$ cat src/rtl/pcm_serializer.sv
module pcm_serializer #(
  parameter int SW    = 24,
  parameter int SLOT  = 32,
  parameter int LINES = 4
) (
  input  logic                  sclk,
  input  logic                  rst_n,
  input  logic                  enable,
  input  logic                  fmt_lj,
  input  logic [1:0]            mch_sel,
  input  logic                  spdif_sel,
  input  logic                  spdif_in,
  input  logic [2*LINES*SW-1:0] smp_in,
  output logic                  smp_req,
  output logic                  lrclk,
  output logic [LINES-1:0]      sdata
);
  localparam int NCH    = 2 * LINES;
  localparam int CHW    = $clog2(NCH);
  localparam int SLOT_W = $clog2(SLOT);
  localparam int CW     = $clog2(6 * SLOT) + 1;
  localparam logic [SLOT_W:0] SW_C = (SLOT_W + 1)'(SW);

  logic [SW-1:0]    cur [NCH];
  logic [CW-1:0]    cnt, fl, pos;
  logic             run, multi, last, left, in_word;
  logic [CHW-1:0]   slot;
  logic [SLOT_W-1:0] bitp;
  logic [LINES-1:0] pcm;

  assign multi = (mch_sel == 2'b01) || (mch_sel == 2'b10);

  always_comb begin
    case (mch_sel)
      2'b01:   fl = CW'(4 * SLOT);
      2'b10:   fl = CW'(6 * SLOT);
      default: fl = CW'(2 * SLOT);
    endcase
  end

  assign last    = cnt >= fl - 1'b1;
  assign pos     = fmt_lj ? cnt : ((cnt == '0) ? fl - 1'b1 : cnt - 1'b1);
  assign slot    = CHW'(pos >> SLOT_W);
  assign bitp    = pos[SLOT_W-1:0];
  assign in_word = {1'b0, bitp} < SW_C;
  assign left    = !run || (cnt < (fl >> 1));
  assign lrclk   = fmt_lj ? left : !left;

  always_ff @(negedge sclk or negedge rst_n) begin
    if (!rst_n) begin
      run     <= 1'b0;
      cnt     <= '0;
      smp_req <= 1'b0;
      for (int k = 0; k < NCH; k++) cur[k] <= '0;
    end else begin
      smp_req <= 1'b0;
      if (!enable) begin
        run <= 1'b0;
        cnt <= '0;
      end else if (!run || last) begin
        run     <= 1'b1;
        cnt     <= '0;
        smp_req <= 1'b1;
        for (int k = 0; k < NCH; k++) cur[k] <= smp_in[k*SW +: SW];
      end else begin
        cnt <= cnt + 1'b1;
      end
    end
  end

  for (genvar L = 0; L < LINES; L++) begin : g_line
    logic [CHW-1:0] ch;
    logic [SW-1:0]  word;
    assign ch     = multi ? slot : CHW'(2 * L) + {{(CHW-1){1'b0}}, slot[0]};
    assign word   = cur[ch] << bitp;
    assign pcm[L] = run && in_word && word[SW-1] && (!multi || (L == 0));
  end

  assign sdata[LINES-2:0] = pcm[LINES-2:0];
  assign sdata[LINES-1]   = (run && spdif_sel) ? spdif_in : pcm[LINES-1];
endmodule

$ cat config.mk
export PLATFORM = sky130hd
export DESIGN_NAME = pcm_serializer
export DESIGN_NICKNAME = d
export VERILOG_FILES = /design/src/rtl/pcm_serializer.sv
export SDC_FILE = /design/constraint.sdc
export NUM_CORES = 1
export LEC_CHECK = 0
export ABC_AREA = 1
export BUFFER_PORTS_ARGS = -buffer_cell sky130_fd_sc_hd__buf_2
export CORE_ASPECT_RATIO = 0.9
export CORE_MARGIN = 2
export CORE_UTILIZATION = 44
export DETAILED_ROUTE_END_ITERATION = 6
export MAX_ROUTING_LAYER = met4
export PLACE_DENSITY = 0.71
export SYNTH_ARGS = -nofsm -noshare
export SYNTH_HDL_FRONTEND = slang
export SYNTH_SLANG_ARGS = --single-unit
$ cat constraint.sdc
create_clock -name sclk -period 6.3 [get_ports sclk]
set_input_delay 1.26 -clock sclk [delete_from_list [all_inputs] [get_ports sclk]]
set_output_delay 1.26 -clock sclk [all_outputs]
set_load 0.05 [all_outputs]
==> flow_summary.ini <==
[critical_path]
cp_slowest_stage_delay_ps = 460
worstPathCellList = inv_2 > ha_4 > nand2_4 > nor2_4 > nand3_4 > nand3_4 > buf_12 > buf_12 > o21ai_2 > nand2_1 > nand2_1 > nand2_1 > nand3_1 > nand3_1 > nand3_1 > nand2_1 > nand2_1 > nand3_2 > nor2_4 > buf_8
crit_start = cnt[1]
crit_buf_inv = 4
cp.arrival_ps = 6400
worstSetupPathType = reg2out
worst_setup_path_end_kind = primary output
start_kind = flip-flop
r2r_start = cnt[1]
cpLargestDelayFamily = simple AND/OR/NAND/NOR gates
required_ps = 5040
slowest_stage = dfrtn_1
cp_common_cell = nand2_1
crit_fanout = 20

[clock_network]
clock_path_buffers = 3
clkSinkCount = 203
root_buffer = clkbuf_16
cts_tree = done
cts_buffers = 22
insertion_delay_ps = 520
htreeDepth = 1
clk_pin_slew_ps = 40

[hold_path]
worstHoldStart = cur[180]
hold_path_class = reg2reg

[sta]
worst_slew_margin_rel = 0.6891
worstMarginPinSlew_ps = 466.3
postLayoutSetupSlackWorst_ps = -1361
rsz0062_at_grt = true
hold_viol_final = 0
fin_worst_skew_ps = 11.23
drv_slew = 0
setup_viol = 5
tns_ps = -5274

[run_status]
status = finished, violations left
violations = setup timing

[floorplanning]
dieArea_mm2 = 0.02943
fp.coreArea_mm2 = 0.02779
die_h_um = 163.0
fp.dieW_um = 180.6
rows = 58
initial_utilization = 0.4444
num_io_pins = 206

[detailed_routing]
dr.pass1.iters = 5
vias = 12900
wl_um = 39740
drt_iter0_markers = 1401
ant_nets = 0
drt-vias-per-instance = 5.335
wl_per_cell_um = 16.44
route.detailed.drc = 0

[synthesis]
syn_nets = 2013
ys_seq_elements = 203
syn_area_per_cell_um2 = 6.844
yosysSeqAreaShare = 0.4112
syn_inst = 1805
synth_cell_type_count = 31
yosys_warnings = 0
syn_area_mm2 = 0.01235

[grt]
track_usage = 0.2776
grt_pass1_vias = 12060
antenna_found_initial = 0
overflow = 0
grt_pass1_wl_um = 64000
grt_max_degree = 58

[placement]
portBuffers = 205
post-dp-hpwl_um = 30040
routabilityCongestion = 0.9385

[cells_and_area]
antenna_cells = 0
nNetsFinal = 2251
drive_above_1_share = 0.2221
syn_to_final_growth_pct = 26.75
finalCoreUtilization = 0.5633

[run]
drv_cap = 0

[power_and_ir_drop]
power.density_mw_per_mm2 = 257.8
irDropWorstVdd_mv = 0.1711
p_leak_uw = 0.008094
[layout by cell type, fill, tap and decap left out, drive strengths merged, types with 27 or more instances in the layout]
master,instances
nand3,319
dfrtn,203
clkbuf,34
o211ai,29
buf,337
nand4,54
a21oi,27
inv,138
nand2,698
nor2,30
o21ai,155
[metrics by stage]
step / instance area [um2] / hold WS, ps / power [uW] / instances / setup WS (ps)
after detailed placement: 14510 / 419.3 / 2646 / 2370 / -932.9
after CTS: 15550 / 420.8 / 4027 / 2417 / -1300
after global placement: 14510 / 415.7 / 2626 / 2370 / -969.9
final: 15660 / 417.1 / 4036 / 2418 / -1361
after floorplan: 12480 / 391.0 / 2244 / 1805 / -460.2
after global routing: 15660 / 429.3 / 4255 / 2418 / -1479
[synth_stat cells]
cell / instances / area [um2]
a21oi_1: 26 / 130.1
buf_6: 6 / 67.56
clkinv_1: 2 / 7.510
nand3_2: 2 / 20.02
dfrtn_1: 203 / 5080
inv_1: 128 / 480.5
buf_1: 8 / 30.03
nand4_1: 54 / 337.8
buf_8: 1 / 15.01
nor4_1: 1 / 6.260
inv_2: 9 / 33.78
o21a_1: 3 / 22.52
clkbuf_1: 41 / 153.9
nor3_1: 2 / 10.01
o21ai_0: 118 / 590.6
o211ai_1: 26 / 195.2
a21oi_2: 1 / 8.760
buf_4: 20 / 150.1
xor2_1: 4 / 35.03
mux2i_1: 6 / 60.06
inv_4: 1 / 6.260
nand2_1: 698 / 2620
nor2_2: 1 / 6.260
o211ai_2: 3 / 37.54
nand3_1: 317 / 1587
nor2_1: 27 / 101.4
buf_2: 49 / 245.2
o31ai_1: 1 / 7.510
ha_1: 8 / 100.1
o21ai_1: 37 / 185.2
nor2_4: 2 / 22.52
[kinds of logic after synthesis]
family / synth area share
adders and majority gates: 0.008103
buffers and inverters: 0.09632
and+or+nand+nor: 0.3813
muxes: 0.004862
AOI/OAI and AO/OA: 0.09531
DFF: 0.4112
xor gates and xnor gates: 0.002836
[routing by layer]
| layer | vias to the layer above | share of wire | routed length (um) | GRT usage |
|---|---|---|---|---|
| li1 | 6372 | - | - | - |
| met1 | 5938 | 0.49 | 19530 | 0.4162 |
| met2 | 519 | 0.42 | 16640 | 0.3992 |
| met3 | 72 | 0.062 | 2468 | 0.02706 |
| met4 | 0 | 0.028 | 1110 | 0.07588 |
| met5 | - | 0 | 0 | - |
[repair_timing]
item                       in CTS  in global routing
resized for setup              51                 27
setup buffers                   6                  1
setup endpoints to repair       5                  5
hold buffers                    0                  0
pin swaps                      14                  9
gates cloned                    2                  0
[where the power goes]
group          leakage, uW  switching, uW  total (uW)  internal, uW
clock             0.000377            539        1340           800
combinational      0.00520            714        1140           431
sequential         0.00252           73.7        1550          1480
total              0.00809           1330        4040          2710
[sequential cells by signal, summed over array words and instances (netlist names)]
register  flops
cur         192
cnt           9
run           1
smp_req       1
[final timing paths]
path                       endpoint  slack, ps  cells after the start
setup / recovery           sdata[1]      -1360                     20
hold / removal             cur[180]        420                      2
setup reg to reg            cur[21]       3450                     20
hold reg to reg            cur[180]        420                      2
max in group asynchronous  cur[172]       1840                      2
min in group asynchronous  cur[104]       3730                      1
[cell type report]
cell class,count,area (um2)
clock buffer,33,693.2
clock inverter,6,62.56
fill,2656,12140
inverter,140,528.0
multi-input combinational,1337,6394
sequential,203,5080
tap,360,450.4
timing repair buffer,339,2450
[worst register-to-register path: stages (launching register included)]
cell and delay, ps:
dfrtn_1 460, inv_2 70, buf_4 130, buf_4 120
nor3_1 200, inv_1 110, nor2_1 150, inv_1 80
nor2_1 200, o21a_1 140, o21ai_1 50, nand2_1 70
nand2_1 50, nand2_1 50, nor2_1 70, nor2_4 150
buf_12 180, inv_2 90, buf_12 180, nand2_1 110
nand2_1 60
No activity file was read; power rests on OpenSTA's default activity.
